`src/rtl/clut_pkg.sv`:
```
package clut_pkg;

    typedef enum logic [1:0] {
        SEQ_RED   = 2'd0,
        SEQ_GREEN = 2'd1,
        SEQ_BLUE  = 2'd2
    } seq_state_e;

    localparam logic SEL_INDEX = 1'b0;
    localparam logic SEL_DATA  = 1'b1;

endpackage

```
`src/rtl/clut_wr_seq.sv`:
```
module clut_wr_seq
    import clut_pkg::*;
#(
    parameter int DATA_W = 8,
    parameter int COMP_W = 4,
    parameter int IDX_W  = 8,
    localparam int RGB_W = 3 * COMP_W
) (
    input  logic              clk,
    input  logic              rst_n,
    input  logic              host_wr,
    input  logic              host_sel,
    input  logic [DATA_W-1:0] host_wdata,
    output logic              commit_en,
    output logic [IDX_W-1:0]  commit_idx,
    output logic [RGB_W-1:0]  commit_rgb
);

    seq_state_e        state_q, state_d;
    logic [IDX_W-1:0]  idx_q, idx_d;
    logic [COMP_W-1:0] red_q, red_d;
    logic [COMP_W-1:0] grn_q, grn_d;
    logic [COMP_W-1:0] comp;
    logic              data_wr;
    logic              index_wr;

    assign comp     = host_wdata[DATA_W-1 -: COMP_W];
    assign data_wr  = host_wr && (host_sel == SEL_DATA);
    assign index_wr = host_wr && (host_sel == SEL_INDEX);

    // State register
    always_ff @(posedge clk) begin
        if (!rst_n) begin
            state_q <= SEQ_RED;
            idx_q   <= '0;
            red_q   <= '0;
            grn_q   <= '0;
        end else begin
            state_q <= state_d;
            idx_q   <= idx_d;
            red_q   <= red_d;
            grn_q   <= grn_d;
        end
    end

    // Next state
    always_comb begin
        state_d = state_q;
        idx_d   = idx_q;
        red_d   = red_q;
        grn_d   = grn_q;
        if (index_wr) begin
            state_d = SEQ_RED;
            idx_d   = host_wdata[IDX_W-1:0];
        end else if (data_wr) begin
            unique case (state_q)
                SEQ_RED: begin
                    red_d   = comp;
                    state_d = SEQ_GREEN;
                end
                SEQ_GREEN: begin
                    grn_d   = comp;
                    state_d = SEQ_BLUE;
                end
                SEQ_BLUE: begin
                    idx_d   = idx_q + 1'b1;
                    state_d = SEQ_RED;
                end
                default: state_d = SEQ_RED;
            endcase
        end
    end

    // Outputs
    always_comb begin
        commit_en  = 1'b0;
        commit_idx = idx_q;
        commit_rgb = {red_q, grn_q, comp};
        unique case (state_q)
            SEQ_BLUE: commit_en = data_wr;
            default:  commit_en = 1'b0;
        endcase
    end


    addr_sel_chk: assert property (@(posedge clk) disable iff (!rst_n)
        index_wr |=> (state_q == SEQ_RED) && (idx_q == $past(host_wdata[IDX_W-1:0])));


    order_chk: assert property (@(posedge clk) disable iff (!rst_n)
        (data_wr && state_q == SEQ_RED) |=> (state_q == SEQ_GREEN));


    idx_step_chk: assert property (@(posedge clk) disable iff (!rst_n)
        commit_en |=> (idx_q == IDX_W'($past(idx_q) + 1'b1)));


    idle_hold_chk: assert property (@(posedge clk) disable iff (!rst_n)
        !host_wr |=> ($stable(idx_q) && $stable(state_q)));

endmodule

```
`src/rtl/clut_ram.sv`:
```
module clut_ram #(
    parameter int IDX_W = 8,
    parameter int RGB_W = 12,
    localparam int DEPTH = 1 << IDX_W
) (
    input  logic             clk,
    input  logic             rst_n,
    input  logic             wr_en,
    input  logic [IDX_W-1:0] wr_idx,
    input  logic [RGB_W-1:0] wr_data,
    input  logic             rd_en,
    input  logic [IDX_W-1:0] rd_idx,
    output logic [RGB_W-1:0] rd_data,
    output logic             rd_valid
);

    logic [RGB_W-1:0] mem [DEPTH];
    logic [RGB_W-1:0] rd_q;
    logic             vld_q;

    // Array write
    always_ff @(posedge clk) begin
        if (wr_en) begin
            mem[wr_idx] <= wr_data;
        end
    end

    // Read port: old data is returned on a same-entry collision
    always_ff @(posedge clk) begin
        if (!rst_n) begin
            rd_q  <= '0;
            vld_q <= 1'b0;
        end else begin
            vld_q <= rd_en;
            if (rd_en) begin
                rd_q <= mem[rd_idx];
            end
        end
    end

    assign rd_data  = rd_q;
    assign rd_valid = vld_q;


    rd_valid_chk: assert property (@(posedge clk) disable iff (!rst_n)
        rd_en |=> rd_valid);


    rd_idle_chk: assert property (@(posedge clk) disable iff (!rst_n)
        !rd_en |=> !rd_valid);


    rd_hold_chk: assert property (@(posedge clk) disable iff (!rst_n)
        !rd_en |=> $stable(rd_data));

endmodule

```
`src/rtl/clut_write_port.sv`:
```
module clut_write_port #(
    parameter int DATA_W = 8,
    parameter int COMP_W = 4,
    parameter int DEPTH  = 256,
    localparam int IDX_W = $clog2(DEPTH),
    localparam int RGB_W = 3 * COMP_W
) (
    input  logic              clk,
    input  logic              rst_n,
    input  logic              host_wr,
    input  logic              host_sel,
    input  logic [DATA_W-1:0] host_wdata,
    input  logic              pix_rd,
    input  logic [IDX_W-1:0]  pix_idx,
    output logic [RGB_W-1:0]  pix_rgb,
    output logic              pix_valid
);

    logic             commit_en;
    logic [IDX_W-1:0] commit_idx;
    logic [RGB_W-1:0] commit_rgb;

    clut_wr_seq #(
        .DATA_W (DATA_W),
        .COMP_W (COMP_W),
        .IDX_W  (IDX_W)
    ) u_seq (
        .clk        (clk),
        .rst_n      (rst_n),
        .host_wr    (host_wr),
        .host_sel   (host_sel),
        .host_wdata (host_wdata),
        .commit_en  (commit_en),
        .commit_idx (commit_idx),
        .commit_rgb (commit_rgb)
    );

    clut_ram #(
        .IDX_W (IDX_W),
        .RGB_W (RGB_W)
    ) u_ram (
        .clk      (clk),
        .rst_n    (rst_n),
        .wr_en    (commit_en),
        .wr_idx   (commit_idx),
        .wr_data  (commit_rgb),
        .rd_en    (pix_rd),
        .rd_idx   (pix_idx),
        .rd_data  (pix_rgb),
        .rd_valid (pix_valid)
    );


    collide_chk: assert property (@(posedge clk) disable iff (!rst_n)
        (commit_en && pix_rd && commit_idx == pix_idx) |=> pix_valid);

endmodule

```
`config.mk`:
```
export PLATFORM = sky130hd
export DESIGN_NAME = clut_write_port
export DESIGN_NICKNAME = d
export VERILOG_FILES = /design/src/rtl/clut_pkg.sv /design/src/rtl/clut_wr_seq.sv /design/src/rtl/clut_ram.sv /design/src/rtl/clut_write_port.sv
export SDC_FILE = /design/constraint.sdc
export NUM_CORES = 2
export LEC_CHECK = 0
export BUFFER_PORTS_ARGS = -buffer_cell sky130_fd_sc_hd__buf_2
export CORE_UTILIZATION = 50
export CTS_CLUSTER_DIAMETER = 150
export DETAILED_ROUTE_END_ITERATION = 6
export PLACE_DENSITY = 0.65
export SETUP_SLACK_MARGIN = 0.5
export SKIP_LAST_GASP = 1
export SYNTH_ARGS = -nofsm -noshare
export SYNTH_HDL_FRONTEND = slang
export SYNTH_SLANG_ARGS = --single-unit
```
`constraint.sdc`:
```
create_clock -name clk -period 6.9 [get_ports clk]
set_input_delay 0.69 -clock clk [delete_from_list [all_inputs] [get_ports clk]]
set_output_delay 0.69 -clock clk [all_outputs]
set_load 0.05 [all_outputs]
```
==> metrics.txt <==
Startpoint Class=flip-flop; fin nets=5,970; Max Freq=0.211 GHz; RSZ-0062 raised after global routing=no; GPL Wtd Cong=0.905; Worst setup EP type=flip-flop; Crit path top cell by count=nor2_1; CTS max path bufs=4; Design Power=38.5 mW; register area share after synthesis=76.9%; Slowest-stage cell, CP=nor2_1; Ys Warns=0; CP max FO=17; antenna violations before repair=12; worst rel slew slack=8.47%; Rows=180; Worst-path clk slew=0.06 ns; vias in the first global route=59,157; GRT Overall Usage=25.8%; starting density of the core=50.3%; CTS-repair resized insts=0; DP HPWL=187,000 µm; Vias=60,268; post-place instance area=125,000 µm²; die area=244,000 µm²; DR WL/cell=33.6 µm; setup slack, reg-to-reg=2.16 ns; drt total wl=315,000 µm; Final WS setup=2.16 ns; Die Wd=494 µm; Final min period=4.74 ns; layout cells sized above 1=21.9%; htree depth=5; Mapped Nets=5,709; Tightest Pin Transition=1.37 ns; Worst Path Required=7.44 ns; vias per cell=6.44; asr flop ratio synth=0%; DRC viols=0; Clock Skew=0.0617 ns; DRT antenna net count=0; I/O Buffers=33; worst r2r dst=u_ram.mem[154][1]$_DFFE_PP_; kind of critical path=reg -> reg; static leakage=39.7 nW; distinct cell type count after synthesis=84; Crit Reg-Reg Startpoint=u_seq.state_q[0]$_SDFFE_PP0P_; fin. max-slew vios=0; pre-CTS setup slack=1.83 ns; synthesized area=121,000 µm²; status=completed; CP Buf/Inv Count=0; hold_buf cts=4; placed cell count=8,807; die height=494 µm; Hold/Removal Path Class=in -> reg; total CTS buffers=317; Arr. time, crit path=5.27 ns; crit-path max cell delay=1.38 ns; CP Depth=4; post-route insts no fill=9,354; area delta synth->final=11.2%; GRT Residual Overflow=0; Core Footprint=240,000 µm²; Power Density=286 nW/µm²; worst-skew pair later-pin latency=0.96 ns; FF-to-FF path depth=4; WHS=0.0631 ns; Hold Vio Cnt, Final=0; Synth Instances=5,684; total setup buffers inserted after CTS=0; CTS tree=built; Setup TNS=0 ns; Final Cell Area=134,000 µm²; CTS sink count=3,103; final setup violating endpoints=0; top cell family by delay on the critical path=simple AND/OR/NAND/NOR gates; DR pass1 iterations=5; Clock Tree Root=clkbuf_16; Post-synth EDFFs=3,072; FF+latch count, synth=3,103; largest net degree at the start of global routing=205; DRT iter0 DRCs=7,968; Worst Setup SP=u_seq.state_q[0]$_SDFFE_PP0P_; Tcrit/Tclk final=68.6%; crit path cell chain=nand3b_1 > nor2_1 > nand4_1 > nor2_1; Top Ports=34; Primary FF master, synth=edfxtp_1; synthesized area per cell=21.3 µm²; Worst IR Drop VDD=0.000218 V; first-pass GRT wire length=446,000 µm; worst setup path end=u_ram.mem[154][1]$_DFFE_PP_; final core occ=55.9%; Max Cap Violations=0
[worst reg2reg max path, stage by stage (launching register included)]
cell and delay (ns):
dfxtp_1 0.33, nand3b_1 0.40, nor2_1 1.11, nand4_1 1.09, nor2_1 1.38
[power by group]
part | switching (mW) | total, mW | internal [mW]
registers | 0.0626 | 20.7 | 20.6
clock network | 6.90 | 16.2 | 9.32
logic | 1.07 | 1.59 | 0.520
[state kept, by name (all words and copies together) (netlist names)]
register,count
u_seq.commit_idx,8
u_seq.grn_q,4
u_ram.rd_data,12
u_seq.red_q,4
u_ram.rd_valid,1
u_seq.state_q,2
u_ram.mem,3072
[how the worst min path moves through the flow]
| stage | start | endpoint | cells past startpoint |
|---|---|---|---|
| after floorplan | u_seq.state_q[1]$_SDFFE_PP0P_ | u_seq.state_q[1]$_SDFFE_PP0P_ | 2 |
| after global placement | u_ram.rd_data[6]$_SDFFE_PN0P_ | u_ram.rd_data[6]$_SDFFE_PN0P_ | 2 |
| after detailed placement | u_ram.rd_data[6]$_SDFFE_PN0P_ | u_ram.rd_data[6]$_SDFFE_PN0P_ | 2 |
| after CTS | rst_n | u_seq.commit_idx[0]$_SDFFE_PN0P_ | 2 |
| after global routing | rst_n | u_seq.commit_idx[0]$_SDFFE_PN0P_ | 2 |
| final | rst_n | u_seq.commit_idx[0]$_SDFFE_PN0P_ | 2 |
[synth_stat cells, drive strengths merged (9+ instances only)]
| master | count | area [µm²] |
|---|---|---|
| clkbuf | 120 | 482 |
| a2111oi | 33 | 314 |
| nor2b | 15 | 93.8 |
| mux2i | 376 | 3760 |
| o22ai | 123 | 769 |
| a22oi | 50 | 375 |
| a22o | 21 | 184 |
| nand2 | 112 | 420 |
| dfxtp | 31 | 621 |
| o221ai | 78 | 683 |
| and3 | 10 | 62.6 |
| edfxtp | 3072 | 92200 |
| a31oi | 19 | 119 |
| nand4 | 12 | 75.1 |
| a221oi | 9 | 78.8 |
| mux4 | 632 | 14400 |
| nand3 | 48 | 240 |
| buf | 224 | 2160 |
| a21oi | 70 | 350 |
| a211oi | 34 | 255 |
| and2 | 17 | 108 |
| nor3 | 37 | 185 |
| o21ai | 43 | 215 |
| nor4 | 15 | 93.8 |
| mux2 | 20 | 225 |
| nand2b | 9 | 56.3 |
| nor2 | 326 | 1220 |
[routing by layer]
metal | share of wire, % | vias up | GRT usage [%]
met5 | 0.019 | - | 0
met1 | 39 | 32115 | 36.4
li1 | - | 24412 | -
met2 | 48 | 3171 | 40.4
met3 | 8.9 | 562 | 4.97
met4 | 3.9 | 8 | 9.56
[logic make-up (layout without fill, tap and decap cells)]
logic type / Yosys count / after routing / share of synthesized area (%)
compound gates: 541 / 541 / 3.19
fa+ha+maj: 4 / 4 / 0.0414
mux: 1028 / 1028 / 15.2
flops: 3103 / 3103 / 76.9
simple gates: 648 / 648 / 2.42
xor+xnor: 3 / 3 / 0.0217
other cells: 0 / 6 / 0
buf+inv: 357 / 836 / 2.24
[layout by cell type (no fill, tap or decap), drive strengths merged, types with 37 or more instances in the layout]
master | Yosys | final
a21oi | 70 | 70
edfxtp | 3072 | 3072
mux2i | 376 | 376
buf | 224 | 286
o221ai | 78 | 78
nand2 | 112 | 112
a22oi | 50 | 50
clkbuf | 120 | 374
o21ai | 43 | 43
nor2 | 326 | 326
nand3 | 48 | 48
clkinv | 1 | 132
o22ai | 123 | 123
mux4 | 632 | 632
nor3 | 37 | 37
[layout make-up]
class	instances	area (µm²)
fill	17595	106000
clock inverter	163	1280
timing repair buffer	290	2520
antenna	6	15.0
multi-input combinational	2224	25400
inverter	9	43.8
sequential	3103	92900
tap	3185	3990
clock buffer	374	8310
Power figures use the tool's default switching activity.
